**config.mk**
```make
export PLATFORM = sky130hd
export DESIGN_NAME = swflow_ctrl
export DESIGN_NICKNAME = d
export VERILOG_FILES = /design/src/rtl/swf_pkg.sv /design/src/rtl/swf_rx_match.sv /design/src/rtl/swf_tx_gen.sv /design/src/rtl/swf_pause_gate.sv /design/src/rtl/swflow_ctrl.sv
export SDC_FILE = /design/constraint.sdc
export NUM_CORES = 1
export LEC_CHECK = 0
export CAP_MARGIN = 5
export CORE_ASPECT_RATIO = 0.8
export CORE_MARGIN = 5
export CORE_UTILIZATION = 46
export DETAILED_ROUTE_END_ITERATION = 10
export DONT_BUFFER_PORTS = 1
export MAX_ROUTING_LAYER = met4
export SYNTH_ARGS = -nofsm -noshare
export SYNTH_HDL_FRONTEND = slang
export SYNTH_SLANG_ARGS = --single-unit
export TNS_END_PERCENT = 100
```
**constraint.sdc**
```tcl
create_clock -name clk_i -period 2.3 [get_ports clk_i]
set_input_delay 0 -clock clk_i [delete_from_list [all_inputs] [get_ports clk_i]]
set_output_delay 0 -clock clk_i [all_outputs]
set_load 0.005 [all_outputs]
```
**src/rtl/swf_pkg.sv**
```systemverilog
package swf_pkg;
  localparam int CODE_W = 8;
  localparam int N_CODES = 4;
  // detect bit positions
  localparam int IDX_ON1  = 0;
  localparam int IDX_ON2  = 1;
  localparam int IDX_OFF1 = 2;
  localparam int IDX_OFF2 = 3;

  typedef enum logic [1:0] {
    PEND_NONE = 2'd0,
    PEND_ON1  = 2'd1,
    PEND_OFF1 = 2'd2
  } pend_e;
endpackage

```
**src/rtl/swf_rx_match.sv**
```systemverilog
module swf_rx_match
  import swf_pkg::*;
#(
  parameter int CW = CODE_W
) (
  input  logic          clk_i,
  input  logic          rst_ni,
  input  logic          en_i,
  input  logic [1:0]    cmp_mode_i,
  input  logic [CW-1:0] xon1_i,
  input  logic [CW-1:0] xon2_i,
  input  logic [CW-1:0] xoff1_i,
  input  logic [CW-1:0] xoff2_i,
  input  logic          rx_valid_i,
  input  logic [CW-1:0] rx_data_i,
  output logic [N_CODES-1:0] det_o,
  output logic          fwd_valid_o,
  output logic [CW-1:0] fwd_data_o,
  output logic          xon_evt_o,
  output logic          xoff_evt_o
);
  logic [N_CODES-1:0][CW-1:0] codes;
  logic [N_CODES-1:0]         hit;
  logic                       single1, single2, both;
  pend_e                      pend_q, pend_d;

  assign codes[IDX_ON1]  = xon1_i;
  assign codes[IDX_ON2]  = xon2_i;
  assign codes[IDX_OFF1] = xoff1_i;
  assign codes[IDX_OFF2] = xoff2_i;

  // odd indices belong to set 2, even to set 1
  for (genvar i = 0; i < N_CODES; i++) begin : g_cmp
    localparam int SEL = (i % 2 == 1) ? 0 : 1;
    assign hit[i] = en_i && rx_valid_i && cmp_mode_i[SEL] && (rx_data_i == codes[i]);
  end

  assign single1 = (cmp_mode_i == 2'b10);
  assign single2 = (cmp_mode_i == 2'b01);
  assign both    = (cmp_mode_i == 2'b11);

  always_comb begin
    xoff_evt_o = (single1 && hit[IDX_OFF1]) ||
                 (single2 && hit[IDX_OFF2]) ||
                 (both && pend_q == PEND_OFF1 && hit[IDX_OFF2]);
    xon_evt_o  = ((single1 && hit[IDX_ON1]) ||
                  (single2 && hit[IDX_ON2]) ||
                  (both && pend_q == PEND_ON1 && hit[IDX_ON2])) && !xoff_evt_o;
  end

  always_comb begin
    pend_d = pend_q;
    if (!en_i || !both) pend_d = PEND_NONE;
    else if (rx_valid_i) begin
      if (hit[IDX_ON1])       pend_d = PEND_ON1;
      else if (hit[IDX_OFF1]) pend_d = PEND_OFF1;
      else                    pend_d = PEND_NONE;
    end
  end

  always_ff @(posedge clk_i or negedge rst_ni) begin
    if (!rst_ni) begin
      pend_q      <= PEND_NONE;
      det_o       <= '0;
      fwd_valid_o <= 1'b0;
      fwd_data_o  <= '0;
    end else begin
      pend_q      <= pend_d;
      det_o       <= hit;
      fwd_valid_o <= rx_valid_i && (hit == '0);
      if (rx_valid_i) fwd_data_o <= rx_data_i;
    end
  end
endmodule

```
**src/rtl/swf_tx_gen.sv**
```systemverilog
module swf_tx_gen #(
  parameter int CW    = 8,
  parameter int LVL_W = 8,
  parameter int THR_W = 4,
  parameter int UNIT  = 8
) (
  input  logic             clk_i,
  input  logic             rst_ni,
  input  logic             en_i,
  input  logic [1:0]       gen_mode_i,
  input  logic [THR_W-1:0] halt_i,
  input  logic [THR_W-1:0] resume_i,
  input  logic [LVL_W-1:0] level_i,
  input  logic [CW-1:0]    xon1_i,
  input  logic [CW-1:0]    xon2_i,
  input  logic [CW-1:0]    xoff1_i,
  input  logic [CW-1:0]    xoff2_i,
  output logic             req_o,
  output logic [CW-1:0]    code_o
);
  localparam int CMP_W = LVL_W + THR_W + $clog2(UNIT) + 1;

  logic [CMP_W-1:0] lvl_ext, halt_lvl, res_lvl;
  logic             active, pair;
  logic             halted_q, sec_q;
  logic [CW-1:0]    sec_code_q;
  logic [CW-1:0]    off_first, on_first;

  assign lvl_ext  = CMP_W'(level_i);
  assign halt_lvl = CMP_W'(halt_i) * CMP_W'(UNIT);
  assign res_lvl  = CMP_W'(resume_i) * CMP_W'(UNIT);
  assign active   = en_i && (gen_mode_i != 2'b00) && (halt_i != '0);
  assign pair     = (gen_mode_i == 2'b11);
  assign off_first = gen_mode_i[1] ? xoff1_i : xoff2_i;
  assign on_first  = gen_mode_i[1] ? xon1_i  : xon2_i;

  always_ff @(posedge clk_i or negedge rst_ni) begin
    if (!rst_ni) begin
      halted_q   <= 1'b0;
      sec_q      <= 1'b0;
      sec_code_q <= '0;
      req_o      <= 1'b0;
      code_o     <= '0;
    end else if (!active) begin
      halted_q <= 1'b0;
      sec_q    <= 1'b0;
      req_o    <= 1'b0;
    end else if (sec_q) begin
      req_o  <= 1'b1;
      code_o <= sec_code_q;
      sec_q  <= 1'b0;
    end else if (!halted_q && lvl_ext >= halt_lvl) begin
      req_o      <= 1'b1;
      code_o     <= off_first;
      halted_q   <= 1'b1;
      sec_q      <= pair;
      sec_code_q <= xoff2_i;
    end else if (halted_q && lvl_ext <= res_lvl) begin
      req_o      <= 1'b1;
      code_o     <= on_first;
      halted_q   <= 1'b0;
      sec_q      <= pair;
      sec_code_q <= xon2_i;
    end else begin
      req_o <= 1'b0;
    end
  end
endmodule

```
**src/rtl/swf_pause_gate.sv**
```systemverilog
module swf_pause_gate (
  input  logic clk_i,
  input  logic rst_ni,
  input  logic en_i,
  input  logic cmp_on_i,
  input  logic xon_evt_i,
  input  logic xoff_evt_i,
  input  logic tx_idle_i,
  output logic pause_o
);
  logic stop_q;

  always_ff @(posedge clk_i or negedge rst_ni) begin
    if (!rst_ni) begin
      stop_q  <= 1'b0;
      pause_o <= 1'b0;
    end else begin
      if (!en_i || !cmp_on_i) stop_q <= 1'b0;
      else if (xoff_evt_i)    stop_q <= 1'b1;
      else if (xon_evt_i)     stop_q <= 1'b0;
      // only move at a character boundary
      if (tx_idle_i) pause_o <= stop_q;
    end
  end
endmodule

```
**src/rtl/swflow_ctrl.sv**
```systemverilog
module swflow_ctrl
  import swf_pkg::*;
#(
  parameter int FIFO_DEPTH = 128,
  parameter int THR_UNIT   = 8,
  parameter int THR_W      = 4,
  localparam int LVL_W     = $clog2(FIFO_DEPTH + 1)
) (
  input  logic              clk_i,
  input  logic              rst_ni,
  input  logic              en_i,
  input  logic [3:0]        mode_i,
  input  logic [CODE_W-1:0] xon1_i,
  input  logic [CODE_W-1:0] xon2_i,
  input  logic [CODE_W-1:0] xoff1_i,
  input  logic [CODE_W-1:0] xoff2_i,
  input  logic [2*THR_W-1:0] level_thr_i,
  input  logic              rx_valid_i,
  input  logic [CODE_W-1:0] rx_data_i,
  input  logic [LVL_W-1:0]  rx_level_i,
  input  logic              tx_idle_i,
  output logic              pause_o,
  output logic              send_req_o,
  output logic [CODE_W-1:0] send_code_o,
  output logic [N_CODES-1:0] det_o,
  output logic              fwd_valid_o,
  output logic [CODE_W-1:0] fwd_data_o
);
  logic xon_evt, xoff_evt;

  swf_rx_match #(.CW(CODE_W)) u_rx (
    .clk_i, .rst_ni, .en_i,
    .cmp_mode_i (mode_i[1:0]),
    .xon1_i, .xon2_i, .xoff1_i, .xoff2_i,
    .rx_valid_i, .rx_data_i,
    .det_o, .fwd_valid_o, .fwd_data_o,
    .xon_evt_o  (xon_evt),
    .xoff_evt_o (xoff_evt)
  );

  swf_pause_gate u_gate (
    .clk_i, .rst_ni, .en_i,
    .cmp_on_i   (mode_i[1:0] != 2'b00),
    .xon_evt_i  (xon_evt),
    .xoff_evt_i (xoff_evt),
    .tx_idle_i,
    .pause_o
  );

  swf_tx_gen #(.CW(CODE_W), .LVL_W(LVL_W), .THR_W(THR_W), .UNIT(THR_UNIT)) u_tx (
    .clk_i, .rst_ni, .en_i,
    .gen_mode_i (mode_i[3:2]),
    .halt_i     (level_thr_i[THR_W-1:0]),
    .resume_i   (level_thr_i[2*THR_W-1:THR_W]),
    .level_i    (rx_level_i),
    .xon1_i, .xon2_i, .xoff1_i, .xoff2_i,
    .req_o      (send_req_o),
    .code_o     (send_code_o)
  );
endmodule

```
Word-level counts from Yosys, hierarchy flattened --
Index checks and enable logic that the tools add are counted.
Operators by class: reductions and logical operators 43, add/subtract/negate cells 0, bitwise operators 1, order comparisons 2, multiply operators 0, mux-type cells 26, equality and inequality tests 12, shift operators 0, div/mod/pow operators 0
Operators with widths (count):
- $mux 8 | 7
- $eq 8x8->1 | 4
- $logic_and 1x1->1 | 21
- $mux 1 | 15
- $eq 2x2->1 const B | 4
- $ge 8x7->1 | 1
- $le 8x7->1 | 1
- $mux 2 | 4
- $reduce_bool 2->1 | 4
- $logic_or 1x1->1 | 6
- $reduce_bool 3->1 | 2
- $logic_not 1->1 | 5
- $eq 2x1->1 const B | 2
- $logic_not 4->1 | 1
- $reduce_and 2->1 | 2
- $reduce_bool 4->1 | 1
- $ne 3x3->1 const B | 1
- $reduce_and 3->1 | 1
- $ne 2x2->1 const B | 1
- $not 1->1 | 1
Storage, ports and cells: word-level logic and storage cells 95, memories kept 0, output and inout port bits 23, memory bits (writable) 0, flip-flop bits (word level) 36, memory bits (read-only) 0, latch bits 0

Logic depth before layout (Yosys ltp) --
Gate-level depths: netlist (run 1).
word-level depth 11, depth in mapped cells 10, gate-level depth less buffers 9

Modules after synthesis --
Synthesis (run 1) repeated with hierarchy kept, for this count alone.
Second synthesis, totals: cell total of the unflattened synthesis 233, area total of the unflattened synthesis 2547.4 µm²
Modules (own cells, without submodules):
- swf_tx_gen | seq. area each 475.5 µm², instances 1, area each 1452.6 µm², cells each 126
- swf_rx_match | seq. area each 375.4 µm², instances 1, area each 1011.0 µm², cells each 101
- swf_pause_gate | seq. area each 50.0 µm², instances 1, area each 77.6 µm², cells each 5
- swflow_ctrl | seq. area each 0.0 µm², instances 1, area each 6.3 µm², cells each 1

Worst setup path before layout (run 1) --
No wires, ideal clock.
path kind input to register, from input port level_thr_i[3], to register u_tx.code_o[7], slack 0.002 ns, path buffers 2, cell stages on the path 9, required time 2.174 ns, arrival 2.172 ns, cell sequence inv_1 -> ha_1 -> nand2b_4 -> or4_1 -> clkbuf_2 -> a21oi_4 -> buf_6 -> mux4_2 -> a221o_1
On the way: word-level cells in the longest chain between the ends 4, elaborated cells between the ends (all ways) 8, classes of those cells order compare (1); mux (2); reduce/logical (5)
Ends and longest elaborated chain:
- start: declaration | line swflow_ctrl.sv:17 | input logic [2*THR_W-1:0] level_thr_i,
- $ge 8x7->1 | line swf_tx_gen.sv:52 | end else if (!halted_q && lvl_ext >= halt_lvl) begin
- $logic_and 1x1->1 | line swf_tx_gen.sv:52
- $reduce_bool 3->1 (no line) / $mux 8 (equally long branches)
- $reduce_and 2->1 (no line) / $mux 8 (equally long branches)
- end signal: assignment | line swf_tx_gen.sv:50 | code_o <= sec_code_q;
- end signal: assignment | line swf_tx_gen.sv:54 | code_o <= off_first;
- end signal: assignment | line swf_tx_gen.sv:60 | code_o <= on_first;
- end: declaration | line swf_tx_gen.sv:19 | output logic [CW-1:0] code_o
Parallel ways exist; a longest one is shown, timed or not. A chain may end at the register's enable or synchronous reset.

Final worst setup path (run 1) --
from input port rx_data_i[2], to register u_gate.stop_q
On the way: elaborated cells between the ends (all ways) 23, classes of those cells eq/ne (4); mux (2); reduce/logical (17)
RTL lines:
- start: declaration | line swflow_ctrl.sv:19 | input logic [CODE_W-1:0] rx_data_i,
- $eq 8x8->1 (*) | line swf_rx_match.sv:35 | assign hit[i] = en_i && rx_valid_i && cmp_mode_i[SEL] && (rx_data_i == codes[i]);
- $logic_and 1x1->1 (*) | line swf_rx_match.sv:35
- named net u_rx.hit[1] | line swf_rx_match.sv:23 | logic [N_CODES-1:0] hit;
- $logic_and 1x1->1 | line swf_rx_match.sv:47 | (single2 && hit[IDX_ON2]) ||
- $logic_or 1x1->1 | line swf_rx_match.sv:46 | xon_evt_o = ((single1 && hit[IDX_ON1]) ||
- $logic_or 1x1->1 (*) | line swf_rx_match.sv:47
- $logic_and 1x1->1 (*) | line swf_rx_match.sv:48 | (both && pend_q == PEND_ON1 && hit[IDX_ON2])) && !xoff_evt_o;
- $reduce_bool 3->1 (no line) (*)
- end signal: assignment | line swf_pause_gate.sv:15 | stop_q <= 1'b0;
- end signal: assignment | line swf_pause_gate.sv:18 | if (!en_i || !cmp_on_i) stop_q <= 1'b0;
- end signal: assignment | line swf_pause_gate.sv:19 | else if (xoff_evt_i) stop_q <= 1'b1;
- end: declaration | line swf_pause_gate.sv:11 | logic stop_q;
The timed path passes the listed nets; every way through them passes the cells marked *.

==> results by group, run 1 <==
Run status
  • Outcome: finished, final reports clean

Pwr
  • Maximum vdd drop: between 0.2 and 0.3 mV
  • Total power: about 1.8 mW
  • PD cells: between 500 and 600 nW/um2
  • P_leak: approximately 1.3 nW

Setup path
  • WS Path Type: input pin to flip-flop
  • CP most frequent cell: dlygate4sd3_1
  • WP data arrival: 2.38 ns
  • CP endpoint kind: flip-flop
  • CP peak stage delay: roughly 0.63 ns
  • Worst endpoint required time: 2.48 ns
  • Worst path slowest cell: dlygate4sd3_1
  • Cell count of the worst reg-to-reg path: 5
  • Crit-path cells: dlygate4sd3_1 > xnor2_1 > nand4_1 > nor4_1 > nand2_1 > nand3_1 > a21boi_0 > dlygate4sd3_1
  • Startpoint Class: input pin
  • Crit-path max FO: 4

Place
  • Final HPWL DP: approximately 5.5 mm
  • GPL Wtd Cong: between 0.8 and 0.9
  • I/O Buffers: 0
  • DP Worst Slack: -0.00876 ns
  • Placed cells: roughly 320

STA
  • Final Max Tran Viols: 0
  • RSZ-0062 raised after global routing: false
  • Final Hold Viols: 0
  • Fmax: 453 MHz
  • Final min period: 2.21 ns
  • Worst hold slack: between 0.01 and 0.015 ns
  • Final Cycle Share: 0.959
  • Clock Skews: approximately 0.0081 ns
  • Slew @ Worst Pin: slightly below 0.6 ns
  • Worst Setup Slack, final: 0.0935 ns
  • Slew headroom: 0.602
  • Final setup vio count: 0

Clocking
  • Worst skew pair latency: 0.29 ns
  • CTS tree: yes
  • Clk Tree Root Cell: clkbuf_8
  • TritonCTS Buffers: 5
  • Post-cts sizing count: 0
  • Reg clk slew, reported paths: 0.08 ns
  • Htree depth: 2
  • # clock sinks: 36
  • Clock Path Buffers: 2

Floorplan
  • Initial Util: 0.466
  • Total die area: about 7000 um2
  • Row cnt: 24
  • CORE AREA: between 5000 and 6000 um2
  • Chip Height: 76 um
  • I/O Pins: 88
  • Die X: 92.5 um

Routing
  • Drt via density: between 5 and 6
  • 1st-iter DRT viols: around 120
  • Detailed-route DRC error count: 0
  • Post-DRT Antenna Nets: 0
  • DR vias: between 2000 and 2500
  • DR WL/cell: 19.9 um
  • WL final: about 7.6 mm
  • Detailed Routing Iterations Pass 1: 4

Cells and area
  • Most common cell after layout, fill and taps aside: dlygate4sd3_1
  • Most frequent cells in the layout: dlygate4sd3_1 (46), dfrtp_1 (36), nor2_1 (25)
  • Final Core Density: 0.588
  • Layout cells sized above 1: 0.108
  • Ant diodes: 0
  • Fin cells: roughly 380
  • Nets@finish: ~390
  • Syn-to-layout area delta: 26.1%

Logic synthesis
  • Compound-Gate Fraction of Synth Area: 0.145
  • Synth Net Count: 341
  • Post-Synth Adder-Cell Area: 0.0400
  • Post-synthesis cell type count: 48
  • Yosys warnings: 0
  • Sequential share of the synthesized area: 0.360
  • Ys async rst share: 1.00
  • Gate Count Post-Synth: roughly 270
  • Top_reg_cell synth: dfrtp_1
  • Post-Syn Area: between 2000 and 3000 um2
  • EDFF count, synth: 0
  • Largest family of logic cells by synthesized area: simple AND/OR/NAND/NOR gates
  • #FFs+latches synth: 36
  • Simple-gate share of the synthesized area: 0.187
  • Multiplexer share of the synthesized area: 0.102
  • Xor and xnor area share after synthesis: 0.112
  • Avg Cell Area, Syn: between 9 and 10 um2

Global routing
  • First-pass GRT wire length: between 10 and 15 mm
  • Largest net degree at the start of global routing: 37
  • Vias in the first global route: 2232
  • Grt ovf: 0
  • GRT Resource Usage Total: 0.227
  • Initial antenna violation count: 0

Run
  • Max Cap Viol: 0

Hold path
  • Hold Path Class: input pin to flip-flop
  • Hold depth: 2
[report_power, final]
group / total [mW] / switching, mW / internal, mW
Sequential: 0.808 / 0.0746 / 0.733
Combinational: 0.468 / 0.209 / 0.260
Clock: 0.474 / 0.231 / 0.244
Total: 1.75 / 0.514 / 1.24
[per-stage QoR]
stage	setup TNS (ns)	area, um2
floorplan	0	2500
global placement	0	2560
detailed placement	-0.00876	2560
CTS	0	3140
global route	0	3160
finish	0	3160
[final cells by class]
cell class / count / area, um2
Clock buffer: 7 / 86.3
Tap cell: 65 / 81.3
Multi-Input combinational cell: 200 / 1470
Clock inverter: 1 / 7.51
Inverter: 15 / 56.3
Fill cell: 465 / 2220
Timing Repair Buffer: 57 / 556
Sequential cell: 36 / 901
[timing repair]
action                                  4_1_cts  5_1_grt
endpoints found under the hold margin        63        0
endpoints found under the setup margin        0        3
hold buffers                                 47        0
buffers inserted                              0        3
[layer usage]
metal,up-vias,global-route usage,part of all wire
li1,1045,-,-
met1,1035,0.327,0.44
met2,105,0.328,0.45
met3,4,0.0612,0.10
met4,0,0.0341,0.0044
met5,-,-,0
[cells by family after synthesis]
group,Yosys count
AO/OA/AOI/OAI,50
XOR/XNOR,32
adder cells (fa/ha/maj),8
buffers and inverters,32
flip-flops,36
multiplexers,20
AND/OR/NAND/NOR,90
[sequential cells by signal (all words and copies together) (netlist names)]
| signal | flops |
|---|---|
| u_gate.pause_o | 1 |
| u_gate.stop_q | 1 |
| u_rx.det_o | 4 |
| u_rx.fwd_data_o | 8 |
| u_rx.fwd_valid_o | 1 |
| u_rx.pend_q | 2 |
| u_tx.code_o | 8 |
| u_tx.halted_q | 1 |
| u_tx.req_o | 1 |
| u_tx.sec_code_q | 8 |
| u_tx.sec_q | 1 |
[worst max-delay path, delay by kind of cell]
kind	cells	cell delay, ns
buffers and inverters	2	1.19
and+or+nand+nor	4	0.88
xor gates and xnor gates	1	0.22
AOI/OAI and AO/OA	1	0.08
[final timing paths]
path / slack [ns] / from / end
worst max-delay path: 0.09 / rx_data_i[2] / u_gate.stop_q
worst min-delay path: 0.01 / mode_i[3] / u_tx.code_o[4]
worst max register to register: 0.41 / u_tx.halted_q / u_tx.code_o[6]
worst min register to register: 0.48 / u_tx.sec_code_q[6] / u_tx.sec_code_q[6]
max in group asynchronous: 1.94 / rst_ni / u_rx.fwd_data_o[2]
min in group asynchronous: 0.17 / rst_ni / u_rx.fwd_valid_o
[cell usage after synthesis, types with 5 or more instances]
| library cell | n | area share |
|---|---|---|
| nand3_1 | 9 | 0.018 |
| nor3_1 | 8 | 0.016 |
| mux2i_1 | 8 | 0.032 |
| ha_1 | 8 | 0.040 |
| mux2_2 | 9 | 0.040 |
| nand2_1 | 18 | 0.027 |
| o2bb2ai_1 | 5 | 0.017 |
| o21ai_0 | 19 | 0.038 |
| clkbuf_1 | 12 | 0.018 |
| dfrtp_1 | 36 | 0.36 |
| and3_1 | 5 | 0.012 |
| xor2_1 | 9 | 0.031 |
| a31oi_1 | 5 | 0.012 |
| xnor2_1 | 23 | 0.080 |
| nor2_1 | 25 | 0.037 |
| nor2b_1 | 5 | 0.012 |
| inv_1 | 14 | 0.021 |
(Power assumes the default switching activity.)
==> run 2, diff against run 1 <==
- PLACE_DENSITY: not set -> 0.65
==> results by group, run 2 (synthesis gave the netlist of run 1 again) <==
Run status
  • Outcome: finished, final reports clean

Floorplan
  • CORE AREA: between 5000 and 6000 um2
  • Chip Height: ~76 um
  • Die X: 92.5 um
  • Initial Util: 0.466
  • Row cnt: 24
  • I/O Pins: 88
  • Total die area: 7030 um2

Cells and area
  • Syn-to-layout area delta: 25.1%
  • Layout fillers: roughly 460
  • Layout cells sized above 1: 0.0990
  • Most common cell after layout, fill and taps aside: dlygate4sd3_1
  • Finished Cell Area: 3130 um2
  • Top Registers: u_rx.fwd_data_o: 8 flops, u_tx.code_o: 8 flops, u_tx.sec_code_q: 8 flops
  • Sequential Area: 901 um2
  • Area of the multi-input gates: roughly 1500 um2
  • Most frequent cells in the layout: dlygate4sd3_1 (47), dfrtp_1 (36), nor2_1 (25)
  • Nets@finish: approximately 390
  • Fin cells: around 380

STA
  • Setup TNS: 0 ns
  • Final min period: 2.19 ns
  • Final setup vio count: 0
  • Slew @ Worst Pin: 0.581 ns
  • Final Max Tran Viols: 0
  • Fmax: 457 MHz
  • RSZ-0062 raised after global routing: false
  • Clock Skews: 0.00144 ns
  • Slew headroom: 0.609
  • Final Hold Viols: 0
  • Final Cycle Share: 0.951

Setup path
  • Worst endpoint required time: 2.48 ns
  • Crit-path max FO: 6
  • RR Startpoint: u_tx.halted_q
  • Reg-to-reg setup timing slack: between 0.3 and 0.4 ns
  • Worst path slowest cell: or4_1
  • Reg-to-Reg End: u_tx.sec_code_q[3]
  • CP peak stage delay: roughly 0.58 ns
  • CP endpoint kind: flip-flop
  • WP data arrival: 2.36 ns
  • WS Path Type: input pin to flip-flop
  • Cell count of the worst reg-to-reg path: 5
  • CP delay by family, top: buffers and inverters
  • Crit-path cells: inv_1 > ha_1 > nand2b_4 > or4_1 > a21oi_4 > buf_4 > mux2i_1 > dlygate4sd3_1 > o21ai_0
  • Buf/Inv on CP: 3
  • Startpoint Class: input pin

Routing
  • WL final: between 7 and 8 mm
  • 1st-iter DRT viols: 115
  • DR vias: between 2000 and 2500
  • Detailed Routing Iterations Pass 1: 4
  • Detailed-route DRC error count: 0
  • Drt via density: approximately 5.8
  • Post-DRT Antenna Nets: 0
  • DR WL/cell: approximately 20 um

Clocking
  • Clock Path Buffers: 2
  • Post-cts sizing count: 0
  • Htree depth: 2
  • Clk Tree Root Cell: clkbuf_8
  • # clock sinks: 36
  • Reg clk slew, reported paths: 0.08 ns
  • Worst skew pair latency: roughly 0.30 ns
  • TritonCTS Buffers: 5
  • CTS tree: yes

Pwr
  • PD cells: around 550 nW/um2
  • Total power: between 1.5 and 2 mW
  • Maximum vdd drop: around 0.31 mV
  • P_leak: ~1.3 nW

Place
  • Post-DP Area: between 2000 and 3000 um2
  • GPL Wtd Cong: 0.847
  • I/O Buffers: 0
  • Final HPWL DP: ~5.4 mm
  • Placed cells: roughly 320

Global routing
  • GRT Resource Usage Total: 0.230
  • Vias in the first global route: 2278
  • Largest net degree at the start of global routing: 37
  • Initial antenna violation count: 1
  • First-pass GRT wire length: approximately 12 mm
  • Grt ovf: 0

Hold path
  • Hold Path Class: input pin to flip-flop
  • Hold depth: 2
  • Hold_sp: mode_i[3]
  • Hold endpoint: u_tx.code_o[7]

Run
  • Max Cap Viol: 0
## run 2: final cells by class
type                       instances  area share
inverter                          15      0.0180
timing repair buffer              54       0.171
antenna                            1    0.000798
multi-input combinational        200       0.469
clock inverter                     3     0.00599
tap                               65      0.0259
clock buffer                       5      0.0220
sequential                        36       0.287
## run 2: how the worst max path moves through the flow
stage / start / end / depth (start not counted)
floorplan: level_thr_i[3] / u_tx.code_o[7] / 9
global placement: level_thr_i[3] / u_tx.code_o[4] / 7
detailed placement: level_thr_i[3] / u_tx.code_o[4] / 7
CTS: level_thr_i[3] / u_tx.sec_code_q[3] / 9
global route: rx_data_i[3] / u_gate.stop_q / 7
finish: level_thr_i[3] / u_tx.sec_code_q[3] / 9
## run 2: worst register-to-register path, delay by kind of cell, from the launching register on
family	cells	cell delay, ns
muxes	1	0.23
buffers and inverters	2	0.80
DFF	1	0.50
AOI/OAI and AO/OA	2	0.34
## run 2: stage by stage
step                      utilization  hold WS (ns)  setup slack, ns
after floorplan                     -        -0.296          0.00219
after global placement          0.475        -0.295           0.0474
after detailed placement        0.475        -0.295           0.0105
after CTS                       0.583        0.0238            0.160
after global routing            0.583        0.0321           0.0401
final                           0.583        0.0245            0.113
## run 2: routing by layer
layer	routed length [um]	global-route usage	vias up
li1	-	-	1041
met1	3240	0.310	1042
met2	3510	0.331	90
met3	731	0.0671	9
met4	98	0.0801	0
met5	0	-	-
## run 2: power by group
part           leakage (nW)  switching, mW  internal [mW]
clock network        0.0479          0.244          0.211
logic                 0.838          0.206          0.251
registers             0.447         0.0753          0.733
total                  1.33          0.526           1.19
## run 2: repair_timing
item,4_1_cts,5_1_grt
endpoints found under the hold margin,64,0
buffers inserted,0,0
hold buffers,48,0
